<file path="src/rtl/tri_interval_timer.sv">
module tri_interval_timer #(
  parameter int              CW      = 16,
  parameter logic [CW-1:0]   RELOAD1 = 32,
  parameter logic [CW-1:0]   RELOAD2 = 3200,
  parameter logic [CW-1:0]   RELOAD3 = 801,
  parameter int              IE_BIT  = 6
) (
  input  logic       clk,
  input  logic       rst,
  input  logic [2:0] bus_addr,
  input  logic       bus_wr,
  input  logic       bus_rd,
  input  logic [7:0] bus_wdata,
  output logic [7:0] bus_rdata,
  input  logic       tick,
  output logic       irq
);

  localparam int NT = 3;

  logic [CW-1:0] reload [NT];
  logic [CW-1:0] cnt    [NT];
  logic [NT-1:0] ien, flag, hit, ack;
  logic          sel, run;
  logic          unused_wdata;

  assign reload[0] = RELOAD1;
  assign reload[1] = RELOAD2;
  assign reload[2] = RELOAD3;
  assign unused_wdata = ^{bus_wdata[7], bus_wdata[5:1]};

  always_ff @(posedge clk) begin
    if (rst) begin
      ien <= '0;
      sel <= 1'b0;
      run <= 1'b0;
    end else if (bus_wr) begin
      if (bus_addr == 3'd0) begin
        if (sel) begin
          ien[0] <= bus_wdata[IE_BIT];
          if (!bus_wdata[0]) run <= 1'b1;
        end else begin
          ien[2] <= bus_wdata[IE_BIT];
        end
      end else if (bus_addr == 3'd1) begin
        sel    <= bus_wdata[0];
        ien[1] <= bus_wdata[IE_BIT];
      end
    end
  end

  for (genvar i = 0; i < NT; i++) begin : g_ctr
    assign hit[i] = run && tick && (cnt[i] == CW'(1));
    assign ack[i] = bus_rd && (bus_addr == 3'(3 + 2*i));

    always_ff @(posedge clk) begin
      if (rst) begin
        cnt[i]  <= reload[i];
        flag[i] <= 1'b0;
      end else begin
        if (run && tick) cnt[i] <= hit[i] ? reload[i] : cnt[i] - CW'(1);
        if (hit[i] && ien[i]) flag[i] <= 1'b1;
        else if (ack[i])      flag[i] <= 1'b0;
      end
    end

    AST_HOLD_UNTIL_RUN: assert property (@(posedge clk) disable iff (rst)
      !run |=> $stable(cnt[i]));
    AST_RELOAD_AT_ZERO: assert property (@(posedge clk) disable iff (rst)
      (run && tick && cnt[i] == CW'(1)) |=> cnt[i] == reload[i]);
    AST_SET_NEEDS_ENABLE: assert property (@(posedge clk) disable iff (rst)
      $rose(flag[i]) |-> $past(ien[i] && run && tick));
    AST_CLEAR_ONLY_BY_ACK: assert property (@(posedge clk) disable iff (rst)
      $fell(flag[i]) |-> $past(bus_rd && bus_addr == 3'(3 + 2*i)));
    AST_SET_BEATS_ACK: assert property (@(posedge clk) disable iff (rst)
      (ack[i] && hit[i] && ien[i]) |=> flag[i]);
  end

  assign bus_rdata = (bus_addr == 3'd1) ? {5'b0, flag} : 8'h00;
  assign irq       = |flag;

  AST_STATUS_UPPER_ZERO: assert property (@(posedge clk) disable iff (rst)
    bus_rdata[7:3] == 5'b0);
  AST_IRQ_MATCHES_STATUS: assert property (@(posedge clk) disable iff (rst)
    (bus_addr == 3'd1) |-> (irq == (bus_rdata[2:0] != 3'b0)));
  AST_RUN_STICKY: assert property (@(posedge clk) disable iff (rst)
    $past(run) |-> run);

endmodule

</file>
<file path="config.mk">
export PLATFORM = sky130hd
export DESIGN_NAME = tri_interval_timer
export DESIGN_NICKNAME = d
export VERILOG_FILES = /design/src/rtl/tri_interval_timer.sv
export SDC_FILE = /design/constraint.sdc
export NUM_CORES = 1
export LEC_CHECK = 0
export CELL_PAD_IN_SITES_DETAIL_PLACEMENT = 1
export CELL_PAD_IN_SITES_GLOBAL_PLACEMENT = 1
export CORE_MARGIN = 2
export CORE_UTILIZATION = 42
export CTS_CLUSTER_DIAMETER = 200
export DETAILED_ROUTE_END_ITERATION = 16
export GPL_TIMING_DRIVEN = 0
export PLACE_DENSITY = 0.88
export RECOVER_POWER = 100
export SETUP_SLACK_MARGIN = 0.05
export SYNTH_ARGS = -nofsm -noshare
export SYNTH_HDL_FRONTEND = slang
export SYNTH_SLANG_ARGS = --single-unit
</file>
<file path="constraint.sdc">
create_clock -name clk -period 2.35 [get_ports clk]
set_input_delay 0.47 -clock clk [delete_from_list [all_inputs] [get_ports clk]]
set_output_delay 0.47 -clock clk [all_outputs]
set_load 0.005 [all_outputs]
</file>
Word-level counts from Yosys, hierarchy flattened --
Memory sizes are Yosys's and may differ from the RTL's. Index checks and enable logic that the tools add are counted.
Cells by class: magnitude comparators 0, equal/unequal tests 7, multipliers 0, bitwise logic cells 6, div/mod/pow operators 0, multiplexer cells 18, reduce and logical (&&, ||, !) cells 19, add/subtract/negate cells 3, shifts and indexed selects 0
Operators with widths (number):
- $mux 16 | 6
- $eq 16x1->1 const B | 3
- $sub 16x1->16 const B | 3
- $mux 1 | 11
- $logic_and 1x1->1 | 10
- $reduce_and 3->1 | 3
- $eq 3x3->1 const B | 2
- $reduce_bool 2->1 | 3
- $reduce_and 4->1 | 1
- $eq 3x1->1 const B | 1
- $eq 3x2->1 const B | 1
- $logic_not 3->1 | 1
- $mux 3 | 1
- $not 1->1 | 3
- $or 1x1->1 | 3
- $reduce_or 3->1 | 1
Storage, ports and cells: ROM bits 0, flip-flop bits (word level) 8, latch bits 0, RAM bits 48, output and inout port bits 9, word-level logic and storage cells 62, input bits 16, memories kept 1
Memories:
- cnt | words 3, width 16, rd ports 3, clocked after memory_dff 0, write ports 3, line 22 | logic [CW-1:0] cnt [NT];

Depth between registers and ports, before layout --
Gate-level depths: netlist of run 1.
word-level depth 5, depth in mapped cells 7, gate-level depth less buffers 6

Least setup slack after synthesis of run 1 --
OpenSTA, ideal clock, no wires.
path type input-to-reg, from input rst, to memory cnt[0][0] (enable), library setup time 0.413 ns, stages on the path 2, path buffers 1, required time 1.937 ns, path slack -0.019 ns, arrival time 1.956 ns, cells stage by stage clkbuf_1 -> nand2b_1
RTL lines:
- start, declared | line 9 | input logic rst,
- end, declared | line 22

Worst setup path in the final report of run 1 --
from input bus_addr[2], to output bus_rdata[0]
Between the ends: longest elaborated chain between the ends 2
RTL lines:
- start, declared | line 10 | input logic [2:0] bus_addr,
- $eq 3x1->1 | line 79 | assign bus_rdata = (bus_addr == 3'd1) ? {5'b0, flag} : 8'h00;
- $mux 3 | line 79
- end, declared | line 14 | output logic [7:0] bus_rdata,
No other way between the ends.

==> results of run 1 <==
[registers in the layout (all words and copies together), names as in the netlist]
name,flops
sel,1
ien,3
cnt,48
flag,3
run,1
[logic make-up after synthesis]
| logic type | count (synthesis) |
|---|---|
| other | 1 |
| adders and majority gates | 6 |
| buffers and inverters | 19 |
| muxes | 4 |
| xor gates and xnor gates | 33 |
| DFF | 56 |
| and+or+nand+nor | 143 |
| AOI/OAI and AO/OA | 24 |
[power groups by stage]
stage,clock [W],combinational (W),sequential (W)
6_report,0.000550,0.000108,0.00113
5_1_grt,0.000598,0.000120,0.00114
4_1_cts,0.000559,0.000111,0.00113
3_5_place_dp,0,0.000107,0.00115
3_3_place_gp,0,0.000105,0.00115
2_1_floorplan,0,0.0000701,0.00114
[layer usage]
layer  GRT usage  vias to the layer above  part of all wire  wire, um
met4      0.0570                        0             0.016       102
met3      0.0342                        9             0.027       171
met1       0.212                     1068              0.47      2950
li1            -                     1082                 -         -
met2       0.281                       36              0.49      3100
met5           0                        -                 0         0
[final timing paths]
path / slack [ns] / to / depth (start not counted)
hold / removal: 0.47 / flag[1] / 2
setup / recovery: 0.17 / bus_rdata[0] / 4
setup reg to reg: 0.23 / cnt[1][15] / 5
hold reg to reg: 0.47 / flag[1] / 2
[repair_timing]
action,CTS,global route
pin swaps,0,2
setup buffers,0,2
hold endpoints to repair,0,0
gates cloned,0,0
resized for setup,4,5
setup endpoints to repair,51,28
[critical path: stages]
cell	delay (ns)
dlygate4sd2_1	0.28
nor2_1	0.27
and3_1	0.20
clkdlybuf4s50_1	0.49
[per-stage QoR]
step           utilization  hold slack [ns]  total power [W]  worst slack [ns]  cells
2_1_floorplan            -            0.428          0.00121             0.514    290
3_3_place_gp         0.466            0.439          0.00125            -0.390    402
3_5_place_dp         0.466            0.451          0.00126            -0.410    402
4_1_cts              0.480            0.465          0.00180            0.0555    410
5_1_grt              0.484            0.504          0.00185            0.0405    412
6_report             0.484            0.473          0.00179             0.172    412
[cell type report]
| cell class | instances | area, um2 | area share |
|---|---|---|---|
| tap | 99 | 124 | 0.0358 |
| sequential | 56 | 1600 | 0.463 |
| clock buffer | 8 | 90.1 | 0.0261 |
| multi-input combinational | 215 | 1400 | 0.404 |
| inverter | 6 | 22.5 | 0.00652 |
| buffer | 13 | 71.3 | 0.0206 |
| timing repair buffer | 15 | 149 | 0.0431 |
[placed cells by master (no fill, tap or decap), types with 3 or more instances in the layout]
cell             instances
nor2_1                  48
edfxtp_1                48
xor2_1                  24
nand2_1                 18
nand3_1                 12
nand4_1                 11
xnor2_1                  9
a21oi_1                  9
dfxtp_1                  8
clkbuf_1                 7
buf_4                    7
clkdlybuf4s50_1          7
inv_1                    6
nor4_1                   6
o31ai_1                  6
ha_1                     6
clkbuf_8                 6
and3_1                   5
nor3_1                   5
o21ai_0                  5
nand4b_1                 5
conb_1                   5
or4_1                    4
nand3b_1                 4
nand2b_1                 4
mux2i_1                  4
or3_1                    3
nor2b_1                  3
nor4_4                   3
dlygate4sd3_1            3
==> metrics.txt, run 1 <==
outcome=finished clean; initial core utilization=0.428; Fmax=0.459 GHz; Starting DRT DRC Count=79; CORE AREA=7140 um2; Row Count=31; critical hold path startpoint=flag[1]; worst r2r src=cnt[1][11]; Int Power=0.00139 W; Fillers=802; ys flop type=edfxtp_1; Die W=89.3 um; WL final=6330 um; Synth Area in Compound Gates=0.0495; ant diodes=0; Syn Inst Count=286; area of the mapped netlist=3060 um2; Final ANT Viol Nets=0; mux contribution to synthesized area=0.0131; Net Switching=0.000401 W; startpoint types=input pin; I/O Buffers=13; layout cells sized above 1=0.0831; via/cell ratio=5.33; Setup Viol. Count Final=0; crit path time final=2.18 ns; CTS Sinks=56; leakage=1.13 nW; post-synthesis register bit count=56; critical path required time=1.88 ns; global-route wire length before repair=10300 um; yosys warns=0; Final Cell Area=3460 um2; setup TNS=0 ns; Root Driver=clkbuf_8; Post-route DRC=0; leading area contributor after synthesis=edfxtp_1; CTS tree=done; Area Growth Syn to Fin=13.1%; synth unique cells=44; number of flops mapped to enable cells by yosys=48; top cell type's share of synthesized area=0.472; clk slew on worst S/H paths=0.10 ns; clk_skew=0.0158 ns; GRT Residual Overflow=0; Comb power frac=0.061; WL per Instance=15.4 um; initial antenna violation count=0; Final Hold Vio Count=0; largest net degree at the start of global routing=49; TritonRoute pass-1 iters=4; Worst EP arrival=1.71 ns; nets=334; sw frac=0.224; # IOs=25; largest family of logic cells by synthesized area=simple AND/OR/NAND/NOR gates; GRT Util Overall=0.166; Seq pwr share=0.632; worst vdd ir=0.000212 V; relative max-transition margin=0.510; crit share post-route=0.927; post-synthesis adder-cell area fraction=0.0246; Final Max Tran Viols=0; power per standard cell area=518 nW/um2; H-tree lvl count=2; Placed Area=3330 um2; asr flop ratio synth=0; crit end category=output pin; RSZ-0062 raised after global routing=no; synth top area cells=edfxtp_1 47%, xor2_1 6.9%, nor2_1 5.9%, dfxtp_1 5.2%, xnor2_1 2.6%; simple-gate area share of the yosys netlist=0.262; Die ar.=7970 um2; xor/xnor share of the synthesized area=0.0946; sequential-to-total area share from yosys stat=0.524; most common library cells after synthesis=48 x edfxtp_1, 48 x nor2_1, 24 x xor2_1, 18 x nand2_1; Post-DP HPWL=4390 um; crit-path max FO=6; vias in the first global route=2244; Clock Tree Buf Depth=2; maxcap violations=0; CTS Hold Bufs=0; vias=2195; clock share of power=0.307; Num CTS Buffers=5; Die Ht=89.3 um; Least-Margin Pin Slew=0.728 ns; kind of critical path=input pin to output pin; Worst setup startpoint=bus_addr[2]; syn_area_per_cell=10.7 um2; Clock Latency Late Sink=0.31 ns; RePlAce Congestion=0.746; Hold/Removal Path Class=flop to flop
(Power assumes the default switching activity.)
==> run 2: changes to the inputs <==
--- a/config.mk
+++ b/config.mk
@@ -5,10 +5,11 @@
 export SDC_FILE = /design/constraint.sdc
 export NUM_CORES = 1
 export LEC_CHECK = 0
+export ABC_AREA = 1
 export CELL_PAD_IN_SITES_DETAIL_PLACEMENT = 1
 export CELL_PAD_IN_SITES_GLOBAL_PLACEMENT = 1
 export CORE_MARGIN = 2
-export CORE_UTILIZATION = 42
+export CORE_UTILIZATION = 40
 export CTS_CLUSTER_DIAMETER = 200
 export DETAILED_ROUTE_END_ITERATION = 16
 export GPL_TIMING_DRIVEN = 0
==> run 2 against run 1 <==
Net effect: fmax up 1.8%; critical path depth down 1; routed wire length up 26%; die area up 16%; register-to-register slack better by 0.22 ns; total power up 3.0%; sequential share of layout area down 3.1 points; global-route usage up 2.4 points; worst hold slack worse by 0.0027 ns; worst setup slack better by 0.038 ns; first-iteration DRC count up 58%; cell area up 7.2%.
==> metrics.txt, run 2 <==
number of flops mapped to enable cells by yosys=48 (unchanged); Least-Margin Pin Slew=1.16 ns (+0.427 ns); Hold/Removal Path Class=flop to flop; Final Max Tran Viols=0 (unchanged); CORE AREA=8220 um2 (+15%); Die W=96.1 um (+7.6%); Worst EP arrival=2.08 ns (+0.37 ns); Starting DRT DRC Count=125 (+58%); Area Growth Syn to Fin=9.18%; most frequent cells in the layout=93 x nand2_1, 72 x nor2_1, 55 x inv_1; Num CTS Buffers=5 (unchanged); top flop regs=cnt x48, flag x3, ien x3; global-route wire length before repair=13700 um (+33%); critical path required time=2.29 ns (+0.41 ns); Post-route DRC=0 (unchanged); clock share of power=0.316 (+0.009); via/cell ratio=5.15 (-3.4%); TritonRoute pass-1 iters=4 (unchanged); final cell count without fillers=551 (+34%); RSZ-0062 raised after global routing=no; commonest non-fill, non-tap cell in the layout=nand2_1; Post-DP HPWL=6120 um (+39%); CP max-delay cell=nand2_2; simple-gate area share of the yosys netlist=0.326 (+0.0636); Net Switching=0.000450 W (+12%); most common library cells after synthesis=90 x nand2_1, 72 x nor2_1, 55 x inv_1, 48 x edfxtp_1, 33 x a21oi_1; vias=2835 (+29%); # IOs=25 (unchanged); Crit path max-delay family=simple AND/OR/NAND/NOR gates; max reg flops=48 (unchanged); Reg area=1600 um2 (unchanged); layout cells sized above 1=0.0852 (+0.00213); clk_skew=0.0169 ns (+0.00110 ns); critical path cell sequence=dlygate4sd3_1 > nand2_2 > nand2_2; largest family of logic cells by synthesized area=simple AND/OR/NAND/NOR gates; GRT Util Overall=0.190 (+0.0238); initial antenna violation count=0 (unchanged); syn_area_per_cell=8.06 um2 (-25%); ys flop type=edfxtp_1; Fmax=0.467 GHz (+1.8%); sw frac=0.244 (+0.0203); initial core utilization=0.413 (-0.0153); Largest Register=cnt; top-count cell post-synth=nand2_1; crit share post-route=0.911 (-0.0161); Die Ht=96.1 um (+7.6%); largest net degree at the start of global routing=49 (unchanged); RePlAce Congestion=0.797 (+6.9%); GRT Residual Overflow=0 (unchanged); maxcap violations=0 (unchanged); post-synthesis register bit count=56 (unchanged); yosys warns=0 (unchanged); Final Hold Vio Count=0 (unchanged); CTS tree=done; Die ar.=9230 um2 (+16%); GR Util met1=0.223 (+0.0106); gr busiest metal=met2; xor/xnor share of the synthesized area=0.0310 (-0.0636); dpl cells=542 (+35%); nets=467 (+40%); crit end category=flop; multi-input logic area=1480 um2 (+6.1%); kind of critical path=input pin to flop; relative max-transition margin=0.227 (-0.283); Seq pwr share=0.610 (-0.022); Syn Inst Count=421 (+47%); power per standard cell area=497 nW/um2 (-3.9%); I/O Buffers=12 (-1); Final ANT Viol Nets=0 (unchanged); top cell type's share of synthesized area=0.425 (-0.0468); grt met2 use=0.359 (+0.0786); CTS Sinks=56 (unchanged); crit path time final=2.14 ns (-0.0378 ns); clk slew on worst S/H paths=0.11 ns (about the same); Root Driver=clkbuf_8; Synth Area in Compound Gates=0.0638 (+0.0143); sequential-to-total area share from yosys stat=0.472 (-0.0520); grt met3 use=0.0266 (-0.00754); Power Total=0.00184 W (+3.0%); Int Power=0.00139 W (+0.28%); asr flop ratio synth=0 (unchanged); Clock Latency Late Sink=0.32 ns (about the same); Bufs and invs on worst path=1 (-1); leakage=1.41 nW (+25%); post-synthesis adder-cell area fraction=0.0221 (-0.00244); worst vdd ir=0.000248 V (+17%); crit-path max FO=48 (+42); ant diodes=0 (unchanged); area of the mapped netlist=3390 um2 (+11%); H-tree lvl count=2 (unchanged); mux contribution to synthesized area=0 (-0.0131); critical path's most frequent cell=nand2_2; synth top area cells=edfxtp_1 42%, nand2_1 10%, nor2_1 8.0%, inv_1 6.1%, a21oi_1 4.9%; synth unique cells=30 (-32%); WL per Instance=14.5 um (-5.6%); Row Count=33 (+6.5%); Setup Viol. Count Final=0 (unchanged); outcome=finished clean; startpoint types=input pin; vias in the first global route=3024 (+35%); leading area contributor after synthesis=edfxtp_1; Final Util=0.451 (-0.0335); largest stage delay on the critical path=0.86 ns (+0.37 ns); Clock Tree Buf Depth=2 (unchanged); Comb power frac=0.073 (+0.012); Fillers=1022 (+27%); setup TNS=0 ns (unchanged); WL final=7990 um (+26%)
## run 2: power groups by stage
stage / Combinational (W) / Clock, W / Sequential [W]
2_1_floorplan: 0.0000921 / 0 / 0.00114
3_3_place_gp: 0.000128 / 0 / 0.00115
3_5_place_dp: 0.000134 / 0 / 0.00115
4_1_cts: 0.000138 / 0.000587 / 0.00113
5_1_grt: 0.000154 / 0.000621 / 0.00113
6_report: 0.000135 / 0.000583 / 0.00112
## run 2: cells by family after synthesis
family / count (synthesis)
compound gates: 42
fa+ha+maj: 6
flops: 56
other cells: 1
simple gates: 238
xor+xnor: 12
buf+inv: 66
## run 2: cell type report
type | instances | area share
buffer | 9 | 0.0149
clock buffer | 7 | 0.0233
clock inverter | 1 | 0.00236
inverter | 57 | 0.0578
multi-input combinational | 303 | 0.400
sequential | 56 | 0.432
tap | 105 | 0.0355
timing repair buffer | 13 | 0.0334
## run 2: what timing repair did
| action | in CTS | in global routing |
|---|---|---|
| hold buffers | 0 | 0 |
| gates resized for setup | 5 | 0 |
| buffers inserted | 1 | 0 |
| endpoints found under the setup margin | 3 | 0 |
## run 2: worst register-to-register path, stage by stage (launching register included)
cell and delay [ns]:
edfxtp_1 0.46, nor2_1 0.23, nand3_1 0.11, nor2_1 0.11, nand2_1 0.06, nand3_1 0.14
clkbuf_1 0.43, a21oi_1 0.09
## run 2: through the flow
step                      cell area [um2]  hold WS (ns)  setup slack [ns]
after detailed placement             3660         0.451            -0.156
after floorplan                      3410         0.424             0.468
after global routing                 3700         0.496            0.0467
final                                3700         0.471             0.210
after CTS                            3770         0.467             0.183
after global placement               3660         0.437            -0.116
## run 2: worst paths after layout
check	from	end	slack, ns	depth (start not counted)
setup / recovery	tick	cnt[2][3]	0.21	3
hold / removal	ien[0]	ien[0]	0.47	2
setup reg to reg	cnt[2][12]	cnt[2][2]	0.45	7
hold reg to reg	ien[0]	ien[0]	0.47	2
## run 2: routing by layer
metal	part of all wire	vias to the layer above
li1	-	1403
met1	0.44	1386
met2	0.53	40
met3	0.021	6
met4	0.010	0
met5	0	-
==> run 3: changes to the inputs <==
--- a/config.mk
+++ b/config.mk
@@ -9,11 +9,12 @@
 export CELL_PAD_IN_SITES_DETAIL_PLACEMENT = 1
 export CELL_PAD_IN_SITES_GLOBAL_PLACEMENT = 1
 export CORE_MARGIN = 2
-export CORE_UTILIZATION = 40
+export CORE_UTILIZATION = 44
 export CTS_CLUSTER_DIAMETER = 200
 export DETAILED_ROUTE_END_ITERATION = 16
+export GPL_ROUTABILITY_DRIVEN = 0
 export GPL_TIMING_DRIVEN = 0
-export PLACE_DENSITY = 0.88
+export PLACE_DENSITY = 0.92
 export RECOVER_POWER = 100
 export SETUP_SLACK_MARGIN = 0.05
 export SYNTH_ARGS = -nofsm -noshare
==> constraint.sdc (replaced) <==
create_clock -name clk -period 2.4 [get_ports clk]
set_input_delay 0.48 -clock clk [delete_from_list [all_inputs] [get_ports clk]]
set_output_delay 0.48 -clock clk [all_outputs]
set_load 0.005 [all_outputs]
==> run 3 against run 2 <==
Net effect: core utilization is 4.0 points higher; total power is 1.6% lower; worst hold slack better by 0.013 ns; global-route usage is 1.7 points higher; largest cell class unchanged; non-clock buffer count is 1 higher; register-to-register slack hardly changed; first-iteration DRC count is 38% higher.
==> metrics.txt, run 3 (synthesis gave the netlist of run 2 again) <==
outcome=finished clean; TritonRoute pass-1 iters=4 (unchanged); Root Driver=clkbuf_8; setup TNS=0 ns (unchanged); via/cell ratio=5.18 (+0.61%); Worst EP arrival=1.71 ns (-0.37 ns); global-route wire length before repair=14100 um (+2.8%); Die W=91.8 um (-4.5%); Area Growth Syn to Fin=10.0%; worst vdd ir=0.000342 V (+38%); Least-Margin Pin Slew=0.552 ns (-0.603 ns); CTS Sinks=56 (unchanged); RSZ-0062 raised after global routing=no; startpoint types=input pin; vias=2842 (+0.25%); Placed Area=3680 um2 (+0.44%); CTS Hold Bufs=0 (unchanged); top flop regs=cnt x48, flag x3, ien x3; max reg flops=48 (unchanged); CORE AREA=7610 um2 (-7.4%); Final ANT Viol Nets=0 (unchanged); ant diodes=0 (unchanged); R2R setup slack=0.44 ns (about the same); Clock Tree Buf Depth=2 (unchanged); Die Ht=91.8 um (-4.5%); Place WS=-0.0547 ns (+0.101 ns); dpl cells=540 (-0.37%); Post-route DRC=0 (unchanged); initial core utilization=0.446 (+0.0331); Largest Register=cnt; WL final=8350 um (+4.5%); Final Cell Area=3730 um2 (+0.78%); initial antenna violation count=0 (unchanged); Fillers=963 (-5.8%); GRT Residual Overflow=0 (unchanged); Power Total=0.00181 W (-1.6%); Final Max Tran Viols=0 (unchanged); Hold/Removal Path Class=flop to flop; largest net degree at the start of global routing=30 (-39%); crit end category=output pin; layout cells sized above 1=0.0940 (+0.00876); Final Hold Vio Count=0 (unchanged); crit path time final=2.19 ns; WL per Instance=15.2 um (+4.9%); CTS tree=done; leakage=1.43 nW (+1.1%); commonest non-fill, non-tap cell in the layout=nand2_1; most frequent cells in the layout=92 x nand2_1, 72 x nor2_1, 55 x inv_1; Starting DRT DRC Count=173 (+38%); kind of critical path=input pin to output pin; Clock Latency Late Sink=0.33 ns (about the same); critical path required time=1.92 ns (-0.37 ns); # IOs=25 (unchanged); Die ar.=8430 um2 (-8.7%); power per standard cell area=485 nW/um2 (-2.4%); nets=468 (+0.21%); Setup Viol. Count Final=0 (unchanged); clk slew on worst S/H paths=0.12 ns (about the same); GRT Util Overall=0.207 (+0.0169); Num CTS Buffers=5 (unchanged); maxcap violations=0 (unchanged); Row Count=32 (-3.0%); vias in the first global route=3087 (+2.1%); Post-DP HPWL=6250 um (+2.3%); H-tree lvl count=2 (unchanged); crit share post-route=0.911; clk_skew=0.0179 ns (+0.00102 ns); crit-path max FO=3 (-94%); I/O Buffers=12 (unchanged); Fmax=0.458 GHz; final cell count without fillers=549 (-0.36%); post-route setup slack=0.215 ns (+0.00468 ns); relative max-transition margin=0.630 (+0.404)
[run 3: cell types whose count changed in the layout (fill, tap and decap cells not counted)]
cell | before | now
clkinv_4 | 1 | 0
nand2_2 | 3 | 4
buf_6 | 0 | 1
buf_12 | 0 | 1
clkbuf_2 | 2 | 1
a21oi_1 | 34 | 33
a21oi_2 | 0 | 1
inv_4 | 0 | 2
clkbuf_1 | 3 | 2
nand2_1 | 93 | 92
[run 3: layer usage]
metal | vias up | part of all wire | global-route usage
met3 | 15 | 0.017 | 0.0320
li1 | 1407 | - | -
met4 | 0 | 0.017 | 0.0659
met2 | 35 | 0.54 | 0.393
met5 | - | 0 | 0
met1 | 1385 | 0.43 | 0.235
[run 3: through the flow]
stage | utilization | hold WS (ns)
after CTS | 0.497 | 0.485
after global routing | 0.491 | 0.509
after detailed placement | 0.483 | 0.471
after floorplan | - | 0.424
after global placement | 0.480 | 0.435
final | 0.491 | 0.484
[run 3: path summary, 6_finish.rpt]
kind	from	to	cells after the start
worst max register to register	cnt[2][12]	cnt[2][10]	7
worst min-delay path	flag[1]	flag[1]	2
worst max-delay path	bus_addr[1]	bus_rdata[2]	7
worst min register to register	flag[1]	flag[1]	2
[run 3: worst max-delay path, cell delays in order]
cell             delay, ns
clkdlybuf4s50_1       0.44
inv_1                 0.08
nand2_1               0.08
nor2_1                0.18
inv_1                 0.11
nor2_1                0.09
dlygate4sd2_1         0.24
[run 3: cell type report]
class	instances	area (um2)	area share
timing repair buffer	14	144	0.0386
clock buffer	6	82.6	0.0221
buffer	9	61.3	0.0164
multi-input combinational	303	1490	0.399
inverter	57	214	0.0573
sequential	56	1600	0.429
tap	102	128	0.0342
clock inverter	2	12.5	0.00335
[run 3: power breakdown]
| part | internal (W) | switching [W] | leakage (nW) |
|---|---|---|---|
| clock | 0.000237 | 0.000335 | 0.0521 |
| sequential | 0.00108 | 0.0000224 | 0.532 |
| combinational | 0.0000494 | 0.0000906 | 0.846 |
[run 3: timing repair]
item / CTS / global route
setup endpoints to repair: 3 / 0
setup buffers: 1 / 0
gates resized for setup: 4 / 0
